## src/rtl/mw_pkg.sv

```systemverilog
package mw_pkg;
    localparam int WORD_W = 16;
    localparam int ADDR_W = 6;
    localparam int OPC_W  = 2;
    localparam int CMD_W  = OPC_W + ADDR_W;
    localparam int DEPTH  = 1 << ADDR_W;
    localparam int CNT_W  = $clog2(WORD_W + 1);

    typedef enum logic [1:0] {
        OP_EXT   = 2'b00,
        OP_WRITE = 2'b01,
        OP_READ  = 2'b10,
        OP_ERASE = 2'b11
    } opc_e;

    typedef enum logic [1:0] {
        EX_LOCK  = 2'b00,
        EX_FILL  = 2'b01,
        EX_CLEAR = 2'b10,
        EX_OPEN  = 2'b11
    } ext_e;

    typedef enum logic [2:0] {
        ST_IDLE, ST_START, ST_CMD, ST_READ, ST_DATA, ST_DONE, ST_STAT
    } st_e;

    typedef struct packed {
        opc_e              opc;
        logic [ADDR_W-1:0] addr;
    } cmd_t;

    function automatic ext_e ext_of(logic [ADDR_W-1:0] a);
        return ext_e'(a[ADDR_W-1 -: 2]);
    endfunction
endpackage

```

## src/rtl/mw_sync.sv

```systemverilog
module mw_sync #(
    parameter int W      = 3,
    parameter int STAGES = 2
) (
    input  logic         clk,
    input  logic         rst,
    input  logic [W-1:0] d,
    output logic [W-1:0] q
);
    logic [W-1:0] stg [STAGES];

    always_ff @(posedge clk) begin
        if (rst) stg[0] <= '0;
        else     stg[0] <= d;
    end

    for (genvar g = 1; g < STAGES; g++) begin : g_stage
        always_ff @(posedge clk) begin
            if (rst) stg[g] <= '0;
            else     stg[g] <= stg[g-1];
        end
    end

    assign q = stg[STAGES-1];
endmodule

```

## src/rtl/mw_timer.sv

```systemverilog
module mw_timer #(
    parameter int CYC = 1000
) (
    input  logic clk,
    input  logic rst,
    input  logic start_i,
    output logic busy_o
);
    localparam int CW = $clog2(CYC + 1);
    logic [CW-1:0] cnt;

    always_ff @(posedge clk) begin
        if (rst)                cnt <= '0;
        else if (start_i)       cnt <= CW'(CYC);
        else if (cnt != '0)     cnt <= cnt - 1'b1;
    end

    assign busy_o = (cnt != '0);

    // a new program cycle is only launched when none is running
    a_r5_start_when_idle: assert property (@(posedge clk) disable iff (rst)
        start_i |-> !busy_o);
endmodule

```

## src/rtl/mw_array.sv

```systemverilog
module mw_array #(
    parameter int AW = 6,
    parameter int DW = 16
) (
    input  logic          clk,
    input  logic          rst,
    input  logic          we_i,
    input  logic          all_i,
    input  logic [AW-1:0] waddr_i,
    input  logic [DW-1:0] wdata_i,
    input  logic [AW-1:0] raddr_i,
    output logic [DW-1:0] rdata_o
);
    localparam int N = 1 << AW;
    logic [DW-1:0] mem [N];

    always_ff @(posedge clk) begin
        if (rst) begin
            for (int i = 0; i < N; i++) mem[i] <= '1;
        end else if (we_i) begin
            if (all_i) begin
                for (int i = 0; i < N; i++) mem[i] <= wdata_i;
            end else begin
                mem[waddr_i] <= wdata_i;
            end
        end
    end

    assign rdata_o = mem[raddr_i];
endmodule

```

## src/rtl/mw_eeprom.sv

```systemverilog
module mw_eeprom
    import mw_pkg::*;
#(
    parameter int PROG_CYC    = 1000,
    parameter int SYNC_STAGES = 2
) (
    input  logic clk,
    input  logic rst,
    input  logic sel_i,
    input  logic sclk_i,
    input  logic sdi_i,
    output logic sdo_o,
    output logic sdo_oe_o
);
    logic cs_s, sk_s, di_s, cs_d, sk_d;
    logic sk_rise, cs_rise;

    mw_sync #(.W(3), .STAGES(SYNC_STAGES)) u_sync (
        .clk(clk), .rst(rst),
        .d({sel_i, sclk_i, sdi_i}),
        .q({cs_s, sk_s, di_s})
    );

    assign sk_rise = sk_s & ~sk_d;
    assign cs_rise = cs_s & ~cs_d;

    st_e               st;
    logic [CMD_W-1:0]  cmd_q;
    logic [WORD_W-1:0] shreg;
    logic [CNT_W-1:0]  cnt;
    logic              wen_q;
    logic              dout_q;
    logic              busy;

    cmd_t              cmd_cur, cmd_nx;
    logic [WORD_W-1:0] data_nx;
    logic              cmd_last, data_last;
    logic              prog_we, prog_all;
    logic [WORD_W-1:0] prog_data;
    logic [ADDR_W-1:0] prog_addr;
    logic [WORD_W-1:0] rd_word;

    always_comb begin
        cmd_cur   = cmd_t'(cmd_q);
        cmd_nx    = cmd_t'({cmd_q[CMD_W-2:0], di_s});
        data_nx   = {shreg[WORD_W-2:0], di_s};
        cmd_last  = cs_s && (st == ST_CMD)  && sk_rise && (cnt == CNT_W'(CMD_W-1));
        data_last = cs_s && (st == ST_DATA) && sk_rise && (cnt == CNT_W'(WORD_W-1));
        prog_we   = 1'b0;
        if (wen_q && !busy) begin
            if (data_last)
                prog_we = 1'b1;
            else if (cmd_last && (cmd_nx.opc == OP_ERASE ||
                     (cmd_nx.opc == OP_EXT && ext_of(cmd_nx.addr) == EX_CLEAR)))
                prog_we = 1'b1;
        end
        prog_all  = data_last ? (cmd_cur.opc == OP_EXT) : (cmd_nx.opc == OP_EXT);
        prog_data = data_last ? data_nx : '1;
        prog_addr = data_last ? cmd_cur.addr : cmd_nx.addr;
    end

    mw_array #(.AW(ADDR_W), .DW(WORD_W)) u_array (
        .clk(clk), .rst(rst),
        .we_i(prog_we), .all_i(prog_all),
        .waddr_i(prog_addr), .wdata_i(prog_data),
        .raddr_i(cmd_nx.addr), .rdata_o(rd_word)
    );

    mw_timer #(.CYC(PROG_CYC)) u_timer (
        .clk(clk), .rst(rst), .start_i(prog_we), .busy_o(busy)
    );

    always_ff @(posedge clk) begin
        if (rst) begin
            st     <= ST_IDLE;
            cmd_q  <= '0;
            shreg  <= '0;
            cnt    <= '0;
            wen_q  <= 1'b0;
            dout_q <= 1'b0;
            cs_d   <= 1'b0;
            sk_d   <= 1'b0;
        end else begin
            cs_d <= cs_s;
            sk_d <= sk_s;
            if (!cs_s) begin
                st <= ST_IDLE;
            end else begin
                case (st)
                    ST_IDLE: if (cs_rise) st <= busy ? ST_STAT : ST_START;
                    ST_START: if (sk_rise && di_s) begin
                        st  <= ST_CMD;
                        cnt <= '0;
                    end
                    ST_CMD: if (sk_rise) begin
                        cmd_q <= cmd_nx;
                        cnt   <= cnt + 1'b1;
                        if (cmd_last) begin
                            cnt <= '0;
                            st  <= ST_DONE;
                            unique case (cmd_nx.opc)
                                OP_READ: begin
                                    st     <= ST_READ;
                                    shreg  <= rd_word;
                                    dout_q <= 1'b0;
                                end
                                OP_WRITE: st <= ST_DATA;
                                OP_ERASE: st <= ST_DONE;
                                OP_EXT: begin
                                    unique case (ext_of(cmd_nx.addr))
                                        EX_OPEN:  wen_q <= 1'b1;
                                        EX_LOCK:  wen_q <= 1'b0;
                                        EX_FILL:  st    <= ST_DATA;
                                        EX_CLEAR: st    <= ST_DONE;
                                    endcase
                                end
                            endcase
                        end
                    end
                    ST_READ: if (sk_rise) begin
                        if (cnt == CNT_W'(WORD_W)) begin
                            st <= ST_DONE;
                        end else begin
                            dout_q <= shreg[WORD_W-1];
                            shreg  <= {shreg[WORD_W-2:0], 1'b0};
                            cnt    <= cnt + 1'b1;
                        end
                    end
                    ST_DATA: if (sk_rise) begin
                        shreg <= data_nx;
                        cnt   <= cnt + 1'b1;
                        if (data_last) st <= ST_DONE;
                    end
                    default: ;
                endcase
            end
        end
    end

    assign sdo_oe_o = (st == ST_READ) || (st == ST_STAT);
    assign sdo_o    = (st == ST_STAT) ? !busy : dout_q;

    // output released one clock after chip select drops
    a_r10_oe_off: assert property (@(posedge clk) disable iff (rst)
        !cs_s |=> !sdo_oe_o);
    // a program cycle only begins while permission is on
    a_r3_prog_needs_wen: assert property (@(posedge clk) disable iff (rst)
        $rose(busy) |-> $past(wen_q));
    // a select edge with no cycle running never enters status
    a_r9_no_late_status: assert property (@(posedge clk) disable iff (rst)
        (st == ST_IDLE && cs_rise && !busy) |=> st != ST_STAT);
    // read data holds between serial-clock rising edges
    a_r2_hold_between_edges: assert property (@(posedge clk) disable iff (rst)
        (st == ST_READ && $past(st == ST_READ) && !$past(sk_rise)) |-> $stable(sdo_o));
endmodule

```

## config.mk

```make
export PLATFORM = sky130hd
export DESIGN_NAME = mw_eeprom
export DESIGN_NICKNAME = d
export VERILOG_FILES = /design/src/rtl/mw_pkg.sv /design/src/rtl/mw_sync.sv /design/src/rtl/mw_timer.sv /design/src/rtl/mw_array.sv /design/src/rtl/mw_eeprom.sv
export SDC_FILE = /design/constraint.sdc
export NUM_CORES = 1
export LEC_CHECK = 0
export BUFFER_PORTS_ARGS = -buffer_cell sky130_fd_sc_hd__buf_2
export CAP_MARGIN = 20
export CORE_ASPECT_RATIO = 1.4
export CORE_MARGIN = 3
export CORE_UTILIZATION = 55
export DETAILED_ROUTE_END_ITERATION = 16
export GPL_TIMING_DRIVEN = 0
export PLACE_DENSITY = 0.67
export SKIP_LAST_GASP = 1
export SLEW_MARGIN = 40
export SYNTH_ARGS = -nofsm -noshare
export SYNTH_HDL_FRONTEND = slang
export SYNTH_HIERARCHICAL = 1
export SYNTH_SLANG_ARGS = --single-unit
```

## constraint.sdc

```tcl
create_clock -name clk -period 5.6 [get_ports clk]
set_clock_uncertainty 0.05 [all_clocks]
set_input_delay 0.56 -clock clk [delete_from_list [all_inputs] [get_ports clk]]
set_output_delay 0.56 -clock clk [all_outputs]
set_load 0.01 [all_outputs]
```

==> impl_metrics.toml <==
[global_route]
met2_usage = 0.536
gr-usage-met1 = 0.364
grt_pass1_wl_mm = 194
use_met3 = 0.0635
track_usage = 0.316
grt_pass1_vias = 27325
grt_busiest_layer = "met2"
overflow = 0
antenna_found_initial = 4
grt_max_degree = 31

[final_layout]
final_area_um2 = 53100
fin_nets = 2944
final_cell_mix = "edfxtp_1 (1024), or2_2 (550), mux4_2 (253)"
nFillCells = 5867
final_util = 0.637
syn2layout_area_growth_pct = 14.2
layout-drive-gt1-share = 0.404
layout_commonest_cell = "edfxtp_1"

[clock_tree]
cts_buffer_depth = 3
clock-sinks = 1076
clk_latency_ns = 0.68
cts_setup_buffers = 0
cts_hold_buf = 0
cts_root_buf = "clkbuf_16"
cts_tree = "yes"
h-tree-depth = 3
path_clk_slew_ns = 0.07
numCtsBuffers = 99
ctsResizeCount = 0

[drt]
final_antenna_net_count = 0
drc = 0
wire_per_inst_um = 33.3
totalWireLength_mm = 136
vias_per_cell = 6.46
drtIter0Drc = 2935
routed-via-count = 26468
dr.pass1.iters = 5

[worst_setup_path]
r2r_cells = 12
crit_family = "simple AND/OR/NAND/NOR gates"
critical_path_required_ns = 6.08
cp.arrival_ns = 5.36
critPathCaptureType = "flip-flop"
cp_num_buf_inv = 2
crit_path_start_kind = "flip-flop"
worstPathMaxFanout = 10
critPathCapture = "u_array/mem[25][5]$_DFFE_PP_"
r2r-start = "cnt[1]$_SDFFE_PP0P_"
reg2reg_to = "u_array/mem[25][5]$_DFFE_PP_"
crit_start = "cnt[1]$_SDFFE_PP0P_"
slowest_stage = "a21oi_1"
slowest_delay_ns = 0.74
rrSetupSlack_ns = 0.73
path_depth = 12
path_cells = "ha_1 > inv_1 > nor3_1 > ha_1 > nand3_1 > mux2_1 > nor2_1 > nor2_1 > and3_1 > a21oi_1 > clkbuf_1 > or2_2"
path_class = "flip-flop to flip-flop"

[timing]
fin_crit_ns = 4.87
rsz0062_at_grt = "no"
max_slew_margin = 0.353
worst_slack_ns = 0.725
hold_viol = 0
max_freq_ghz = 0.205
tns_ns = 0
worst_pin_slew_ns = 0.971
setup_violations = 0
fin_crit_sh = 0.870
maxSlewViolCount = 0

[power_and_ir_drop]
power_mw = 16.5
max-vdd-ir-drop_mv = 0.234
p_leak_nw = 13.1
power.density_nw_per_um2 = 312

[min_path]
hp-class = "input pin to flip-flop"

[yosys]
synthesis.nets = 2768
synthAdderAreaFrac = 0.00189
synthCells = 2756
synth-simple-area-share = 0.105
synthMuxAreaShare = 0.148
ys_ff_latch = 1076
syn_area_per_cell_um2 = 16.9
synth_area_um2 = 46500
ys_seq_area_frac = 0.684
synth_async_sr_flop_share = 0
synth_edf_count = 1024
yosys_warnings = 6
synth.distinct_cells = 70
synth_compound_area_frac = 0.0377
synth_xor_xnor_area_share = 0.000377
synth_ff_type = "edfxtp_1"
synth_top_family_by_area = "multiplexers"

[die]
core-area_um2 = 83400
die-area_um2 = 88000
std_cell_rows = 125
die_h_um = 350
die_w_um = 252
io_pins = 7
start_util = 0.557

[run]
cap_violations = 0

[place]
placed_area_um2 = 49700
gp_congestion = 0.954
hpwl_mm = 99.3
place.port_buffers = 6
pre_cts_ws_ns = 0.487

[status]
status = "finished clean"
## state kept, by name (all words and copies together) (netlist names)
signal       count
u_sync/stg       6
u_array/mem   1024
shreg           16
sk_d             1
u_timer/cnt     10
st               3
dout_q           1
cs_d             1
cnt              5
cmd_cur          8
wen_q            1
## cells in the mapped netlist, types with 22 or more instances
cell,instances,area share
a21oi_1,69,0.0074
mux2i_1,90,0.019
nand2_1,56,0.0045
o21ai_0,80,0.0086
or2_2,550,0.074
nor2_1,33,0.0027
o22ai_1,33,0.0044
edfxtp_1,1024,0.66
buf_2,35,0.0038
or3_1,22,0.0030
mux4_2,253,0.12
clkbuf_1,134,0.011
dfxtp_1,52,0.022
or2_1,27,0.0036
## worst min-delay path by stage
stage | to | cells past startpoint | startpoint | slack, ns
global placement | u_sync/stg[1][2]$_SDFF_PP0_ | 1 | u_sync/stg[0][2]$_SDFF_PP0_ | 0.37
CTS | u_sync/stg[0][2]$_SDFF_PP0_ | 2 | sel_i | 0.02
global route | u_sync/stg[0][1]$_SDFF_PP0_ | 2 | sclk_i | 0.07
finish | u_sync/stg[0][0]$_SDFF_PP0_ | 2 | sdi_i | 0.05
floorplan | u_sync/stg[1][0]$_SDFF_PP0_ | 1 | u_sync/stg[0][0]$_SDFF_PP0_ | 0.36
detailed placement | u_sync/stg[1][1]$_SDFF_PP0_ | 1 | u_sync/stg[0][1]$_SDFF_PP0_ | 0.37
## through the flow
step | hold slack [ns] | instances
2_1_floorplan | 0.364 | 2756
3_3_place_gp | 0.368 | 3841
3_5_place_dp | 0.370 | 3908
4_1_cts | 0.0174 | 4092
5_1_grt | 0.0716 | 4094
6_report | 0.0479 | 4096
## per-layer routing
metal  up-vias  share of wire
met5         -              0
met4         0          0.082
met3       392          0.083
met2      1346           0.50
met1     13692           0.33
li1      11038              -
## final cells by class
| type | instances | area (µm²) | area share |
|---|---|---|---|
| diodes | 2 | 5.00 | 0.0000943 |
| flip-flops and latches | 1076 | 31800 | 0.599 |
| multi-input cells | 1457 | 14400 | 0.271 |
| repair buffers | 75 | 1130 | 0.0213 |
| clock buffers | 126 | 2650 | 0.0500 |
| inverters | 16 | 60.1 | 0.00113 |
| well taps | 1079 | 1350 | 0.0254 |
| plain buffers | 207 | 1030 | 0.0194 |
| clock inverters | 58 | 663 | 0.0125 |
## logic make-up after synthesis
logic type | after synthesis
XOR/XNOR | 2
multiplexers | 362
adder cells (fa/ha/maj) | 7
buffers and inverters | 223
flip-flops | 1076
AND/OR/NAND/NOR | 800
AO/OA/AOI/OAI | 286
## report_power, final
part | internal, mW | switching, mW
sequential | 8.84 | 0.0477
combinational | 0.258 | 0.466
clock | 4.00 | 2.93
total | 13.1 | 3.44
No activity file was read; power rests on OpenSTA's default activity.
